[config.mk]
export PLATFORM = sky130hd
export DESIGN_NAME = gpio_irq_unit
export DESIGN_NICKNAME = d
export VERILOG_FILES = /design/src/rtl/gpio_irq_pkg.sv /design/src/rtl/gpio_irq_regs.sv /design/src/rtl/gpio_irq_detect.sv /design/src/rtl/gpio_irq_status.sv /design/src/rtl/gpio_irq_unit.sv
export SDC_FILE = /design/constraint.sdc
export NUM_CORES = 1
export LEC_CHECK = 0
export CORE_MARGIN = 2
export CORE_UTILIZATION = 32
export CTS_CLUSTER_DIAMETER = 40
export DETAILED_ROUTE_END_ITERATION = 12
export DONT_BUFFER_PORTS = 1
export PLACE_DENSITY = 0.45
export SYNTH_ARGS = -nofsm -noshare
export SYNTH_HDL_FRONTEND = slang
export SYNTH_SLANG_ARGS = --single-unit
[constraint.sdc]
create_clock -name clk -period 1.7 [get_ports clk]
set_clock_uncertainty 0.05 [all_clocks]
set_input_delay 0.255 -clock clk [delete_from_list [all_inputs] [get_ports clk]]
set_output_delay 0.255 -clock clk [all_outputs]
set_load 0.03 [all_outputs]
[src/rtl/gpio_irq_pkg.sv]
package gpio_irq_pkg;

    localparam int PIN_COUNT = 8;
    localparam int ADDR_W    = 3;

    typedef logic [PIN_COUNT-1:0] pin_vec_t;

    typedef enum logic [ADDR_W-1:0] {
        SEL_SENSE  = 3'd0,
        SEL_ANYEDG = 3'd1,
        SEL_POL    = 3'd2,
        SEL_MASK   = 3'd3,
        SEL_RAW    = 3'd4,
        SEL_MASKED = 3'd5,
        SEL_CLEAR  = 3'd6,
        SEL_RSVD   = 3'd7
    } reg_sel_e;

    typedef struct packed {
        pin_vec_t sense;
        pin_vec_t anyedge;
        pin_vec_t pol;
        pin_vec_t mask;
    } cfg_t;

    function automatic logic level_hit(input logic lvl, input logic pol);
        return lvl == pol;
    endfunction

    function automatic logic edge_hit(input logic anyedge, input logic pol,
                                      input logic is_out, input logic cur,
                                      input logic prev);
        logic moved;
        moved = cur ^ prev;
        if (is_out)
            return 1'b0;
        if (anyedge)
            return moved;
        return moved && (cur == pol);
    endfunction

endpackage

[src/rtl/gpio_irq_regs.sv]
module gpio_irq_regs
    import gpio_irq_pkg::*;
(
    input  logic     clk,
    input  logic     rst,
    input  logic     we,
    input  logic [ADDR_W-1:0] addr,
    input  pin_vec_t wdata,
    input  pin_vec_t raw,
    output cfg_t     cfg,
    output pin_vec_t clr_vec,
    output pin_vec_t rdata
);

    reg_sel_e sel;
    assign sel = reg_sel_e'(addr);

    always_ff @(posedge clk) begin
        if (rst) begin
            cfg <= '0;
        end else if (we) begin
            case (sel)
                SEL_SENSE:  cfg.sense   <= wdata;
                SEL_ANYEDG: cfg.anyedge <= wdata;
                SEL_POL:    cfg.pol     <= wdata;
                SEL_MASK:   cfg.mask    <= wdata;
                default:    ;
            endcase
        end
    end

    assign clr_vec = (we && sel == SEL_CLEAR) ? wdata : '0;

    always_comb begin
        case (sel)
            SEL_SENSE:  rdata = cfg.sense;
            SEL_ANYEDG: rdata = cfg.anyedge;
            SEL_POL:    rdata = cfg.pol;
            SEL_MASK:   rdata = cfg.mask;
            SEL_RAW:    rdata = raw;
            SEL_MASKED: rdata = raw & cfg.mask;
            default:    rdata = '0;
        endcase
    end

endmodule

[src/rtl/gpio_irq_detect.sv]
module gpio_irq_detect
    import gpio_irq_pkg::*;
(
    input  logic     clk,
    input  logic     rst,
    input  pin_vec_t pin_lvl,
    input  pin_vec_t pin_dir,
    input  cfg_t     cfg,
    output pin_vec_t det
);

    pin_vec_t prev_q;

    always_ff @(posedge clk) begin
        if (rst)
            prev_q <= '0;
        else
            prev_q <= pin_lvl;
    end

    for (genvar g = 0; g < PIN_COUNT; g++) begin : g_pin
        assign det[g] = cfg.sense[g]
            ? level_hit(pin_lvl[g], cfg.pol[g])
            : edge_hit(cfg.anyedge[g], cfg.pol[g], pin_dir[g], pin_lvl[g], prev_q[g]);
    end

endmodule

[src/rtl/gpio_irq_status.sv]
module gpio_irq_status
    import gpio_irq_pkg::*;
(
    input  logic     clk,
    input  logic     rst,
    input  pin_vec_t det,
    input  pin_vec_t clr_vec,
    input  pin_vec_t mask,
    output pin_vec_t raw,
    output logic     irq
);

    always_ff @(posedge clk) begin
        if (rst)
            raw <= '0;
        else
            raw <= (raw & ~clr_vec) | det;
    end

    assign irq = |(raw & mask);

endmodule

[src/rtl/gpio_irq_unit.sv]
module gpio_irq_unit
    import gpio_irq_pkg::*;
(
    input  logic                 clk,
    input  logic                 rst,
    input  logic                 bus_we,
    input  logic [ADDR_W-1:0]    bus_addr,
    input  logic [PIN_COUNT-1:0] bus_wdata,
    output logic [PIN_COUNT-1:0] bus_rdata,
    input  logic [PIN_COUNT-1:0] pin_lvl,
    input  logic [PIN_COUNT-1:0] pin_dir,
    output logic                 irq
);

    cfg_t     cfg_q;
    pin_vec_t clr_vec;
    pin_vec_t det;
    pin_vec_t raw_q;

    gpio_irq_regs u_regs (
        .clk     (clk),
        .rst     (rst),
        .we      (bus_we),
        .addr    (bus_addr),
        .wdata   (bus_wdata),
        .raw     (raw_q),
        .cfg     (cfg_q),
        .clr_vec (clr_vec),
        .rdata   (bus_rdata)
    );

    gpio_irq_detect u_detect (
        .clk     (clk),
        .rst     (rst),
        .pin_lvl (pin_lvl),
        .pin_dir (pin_dir),
        .cfg     (cfg_q),
        .det     (det)
    );

    gpio_irq_status u_status (
        .clk     (clk),
        .rst     (rst),
        .det     (det),
        .clr_vec (clr_vec),
        .mask    (cfg_q.mask),
        .raw     (raw_q),
        .irq     (irq)
    );

endmodule

# ---- Word level (Yosys, flattened, before mapping)
# Index checks and enable logic that the tools add are counted.
dict set report classes {
  n_eq_ne 14
  mux 66
  bitwise_logic 12
  reduce_logical 15
}
# operator n
set ops {}
lappend ops {{$mux W1} 64}
lappend ops {{$pmux W8 S6} 1}
lappend ops {{$and A8 B8 Y8} 2}
lappend ops {{$eq A3 B3 Y1 const B} 3}
lappend ops {{$logic_and A1 B1 Y1} 9}
lappend ops {{$eq A1 B1 Y1} 8}
lappend ops {{$mux W8} 1}
lappend ops {{$not A8 Y8} 1}
lappend ops {{$or A8 B8 Y8} 1}
lappend ops {{$reduce_and A2 Y1} 4}
lappend ops {{$reduce_or A8 Y1} 1}
lappend ops {{$xor A1 B1 Y1} 8}
lappend ops {{$eq A3 B2 Y1 const B} 2}
lappend ops {{$eq A3 B1 Y1 const B} 1}
lappend ops {{$logic_not A3 Y1} 1}
dict set report word_totals {
  regBits 48
  inputBits 30
  output_inout_bits 9
  word_cells 113
}

# ---- Depth between registers and ports, before layout
dict set report depth {
  word_depth 6
  depth_mapped 6
  ltp_nobuf 3
}

# ---- By module
# A second synthesis with hierarchy kept.
dict set report hier_totals {
  cells_unflattened 303
  hier_area_um2 2686.3
}
# mod instances cells_each area_per_inst_um2 seq_area_each_um2
set by_module_without_submodules {}
lappend by_module_without_submodules {gpio_irq_regs 1 185 1664.1 640.6}
lappend by_module_without_submodules {gpio_irq_detect 1 80 700.7 160.2}
lappend by_module_without_submodules {gpio_irq_status 1 38 321.6 160.2}

# ---- Worst setup path after synthesis
# Ideal clock, no wire load.
dict set report synth_path {
  kind {input port to output port}
  from {input port bus_addr[2]}
  to {output port bus_rdata[3]}
  arrival_ns 1.419
  required_time_ns 1.395
  setup_slack_ns -0.024
  cell_stages 5
  path_buffers 2
  cell_sequence {buf_2 -> nor2b_1 -> clkbuf_1 -> a22oi_1 -> o221ai_1}
}
dict set report synth_between {
  elab_chain_len 2
  elab_cells_between_ends 7
  cone_classes {eq/ne: 5; mux: 1; reduce/logical: 1}
}
# item line
set synth_lines {}
lappend synth_lines {{start: declaration} gpio_irq_unit.sv:7} ;# input logic [ADDR_W-1:0] bus_addr,
lappend synth_lines {{$eq A3 B3 Y1, or another cell as far along} gpio_irq_regs.sv:35} ;# case (sel)
lappend synth_lines {{$pmux W8 S6 *} gpio_irq_regs.sv:35}
lappend synth_lines {{end: declaration} gpio_irq_unit.sv:9} ;# output logic [PIN_COUNT-1:0] bus_rdata,
# Every way passes the cells marked *; elsewhere a longest branch is shown, timed or not.

# ---- Worst setup path in the final report
dict set report layout_path {
  from {register, netlist name u_regs.cfg[29]}
  to {output port bus_rdata[5]}
}
dict set report layout_between {
  elab_chain_len 1
}
# item line
set layout_lines {}
lappend layout_lines {{$pmux W8 S6} gpio_irq_regs.sv:35}
# No other way between the ends.

==> out/metrics.cfg <==
[status]
outcome=finished, final reports clean

[synth]
synth_area_per_cell_sq_um=8.53
synth_adder_area_share=0
yosysWarnings=0
synth_top_family_by_area=simple AND/OR/NAND/NOR gates
yosys.area_share.simple=0.227
synth_fp_nets=327
synth-compound-area-share=0.204
ys_ff_latch=48
synth_seq_area_share=0.379
syn_inst=297
muxShareOfSynthArea=0.0854
synthXorXnorAreaFrac=0.0519
synth.distinct_cells=38
synth_area_sq_um=2530

[cts]
tritoncts=done
htreeDepth=2
cts.reportedPaths.clkPinSlew_ns=0.09
clkSinkCount=48
cts_made_buffers=5
cts_max_path_buffers=2
clkLatencyLatePin_ns=0.30
cts-root-buf=clkbuf_8

[finish]
fin_util=0.374
final_cell_mix=41 x dfxtp_1, 40 x nand2_1, 21 x nor2_1
drive_gt1_frac=0.158
final_area_sq_um=2880
instances_no_fill=405
n_antenna_cell=0
area_delta_synth_final_pct=13.6
layout_commonest_cell=dfxtp_1
nNetsFinal=332

[setup_path]
end_kind=primary output
cp_max_fo=2
worst-setup-path-type=register to primary output
crit_required_ns=1.39
arrival_ns=1.37
startpoint_type=register
path_cells=mux2_4, a221oi_2, a31oi_2, buf_6
slowest_stage=dfxtp_2
slowest_delay_ns=0.34

[floorplan]
die_y_um=93.0
coreArea_sq_um=7690
initial_core_util=0.330
num_rows=32
chipWidth_um=93.0
ioPinCount=39
die_area_sq_um=8650

[global_route]
antenna_found_initial=0
grt_pass1_wl_um=10600
grt_pass1_vias=1951
grt-ovfl-total=0
grt_max_degree=49
grtUsageTotal=0.160

[sta]
hold-worst-slack_ns=0.0206
hold_violations=0
tightest_slew_ns=0.419
worst_slack_ns=0.0214
fmax_mhz=596
finalCriticalPeriod_ns=1.68
drv_slew=0
rsz0062_at_grt=yes
max_slew_margin=0.720
fin_crit_sh=0.987
tns_ns=0
setup_viol=0

[route]
route.detailed.drc=0
detail-route-antenna-nets=0
viasPerCell=5.10
routedWlPerCell_um=16.5
dr.first_iter.drc_count=91
drtPass1Iterations=4
vias=2067
wirelength_um=6680

[flow_run]
cap_violations=0

[placement]
port_buffers=0
place.gp.congestion=0.698
place_hpwl_um=4610
dp.cells=395
postPlaceCellArea_sq_um=2700
pre_cts_slack_ns=0.227

[pwr]
power_density_nw_per_um2=739
power_mw=2.13
ir_drop_mv=0.232
leakagePower_nw=0.959

[min_path]
hold_path.class=input pin to register

state kept, by name (all words and copies together) (netlist names):
signal,cells
u_detect.prev_q,8
u_regs.cfg,32
u_status.raw,8
routing by layer:
layer | wire length [um] | up-vias | GRT usage
li1 | - | 1059 | -
met1 | 3250 | 963 | 0.226
met2 | 2910 | 43 | 0.232
met3 | 477 | 2 | 0.0540
met4 | 34 | 0 | 0.0404
met5 | 0 | - | 0
path summary, 6_finish.rpt:
| path | from | to | slack (ns) | cells past startpoint |
|---|---|---|---|---|
| setup / recovery | u_regs.cfg[29] | bus_rdata[5] | 0.02 | 4 |
| hold reg to reg | u_regs.cfg[3] | u_regs.cfg[3] | 0.43 | 2 |
| hold / removal | bus_wdata[6] | u_regs.cfg[30] | 0.02 | 2 |
| setup reg to reg | u_regs.cfg[29] | u_status.raw[5] | 0.55 | 4 |
cell type report:
cell class,instances,area (sq um)
Fill cell,817,4810
Multi-Input combinational cell,220,1510
Sequential cell,48,970
Timing Repair Buffer,14,129
Tap cell,102,128
Clock buffer,8,90.1
Inverter,13,48.8
logic make-up after synthesis:
group	Yosys count
XOR/XNOR	15
buffers and inverters	29
flip-flops	48
AND/OR/NAND/NOR	107
AO/OA/AOI/OAI	77
multiplexers	21
power by group:
group | total [mW] | internal, mW | switching [mW]
combinational | 0.217 | 0.106 | 0.110
sequential | 1.20 | 1.16 | 0.0365
clock | 0.713 | 0.333 | 0.380
Yosys cell counts:
| cell type | instances | share of area |
|---|---|---|
| mux2_2 | 5 | 0.022 |
| a221oi_1 | 2 | 0.0069 |
| nor4b_4 | 1 | 0.0094 |
| xnor2_1 | 15 | 0.052 |
| mux2i_1 | 16 | 0.063 |
| a32oi_1 | 3 | 0.010 |
| o21ai_0 | 11 | 0.022 |
| clkbuf_1 | 7 | 0.010 |
| or4b_1 | 1 | 0.0040 |
| a41oi_1 | 1 | 0.0035 |
| o2111ai_1 | 4 | 0.014 |
| a211o_1 | 5 | 0.017 |
| and2b_1 | 1 | 0.0030 |
| and4bb_2 | 1 | 0.0049 |
| o221ai_1 | 5 | 0.017 |
| inv_1 | 13 | 0.019 |
| a31oi_1 | 8 | 0.020 |
| and4bb_1 | 1 | 0.0049 |
| buf_4 | 5 | 0.015 |
| nand3b_1 | 1 | 0.0030 |
| nor3b_1 | 2 | 0.0059 |
| nand2_1 | 40 | 0.059 |
| nor2b_1 | 16 | 0.040 |
| and2_1 | 1 | 0.0025 |
| o21ai_1 | 4 | 0.0079 |
| dfxtp_1 | 48 | 0.38 |
| and4b_1 | 1 | 0.0040 |
| a21oi_1 | 16 | 0.032 |
| o21bai_1 | 3 | 0.0089 |
| and3_1 | 3 | 0.0074 |
| nand4b_2 | 2 | 0.012 |
| nand2b_1 | 11 | 0.027 |
| a22oi_1 | 14 | 0.041 |
| nand3_1 | 3 | 0.0059 |
| nor2_1 | 21 | 0.031 |
| a22o_1 | 1 | 0.0035 |
| and3b_1 | 1 | 0.0035 |
| buf_2 | 4 | 0.0079 |
critical path: cells and delay by family, from the launching register on:
kind / cells / cell delay (ns)
flops: 1 / 0.34
compound gates: 2 / 0.32
mux: 1 / 0.27
buf+inv: 1 / 0.15
timing repair:
| item | in CTS | in global routing |
|---|---|---|
| pin swaps | 2 | 1 |
| resized for setup | 10 | 9 |
| hold buffers | 1 | 0 |
| hold endpoints to repair | 48 | 0 |
| endpoints found under the setup margin | 4 | 7 |
| setup buffers | 1 | 0 |
Note: power is estimated with default switching activity, not from simulation.
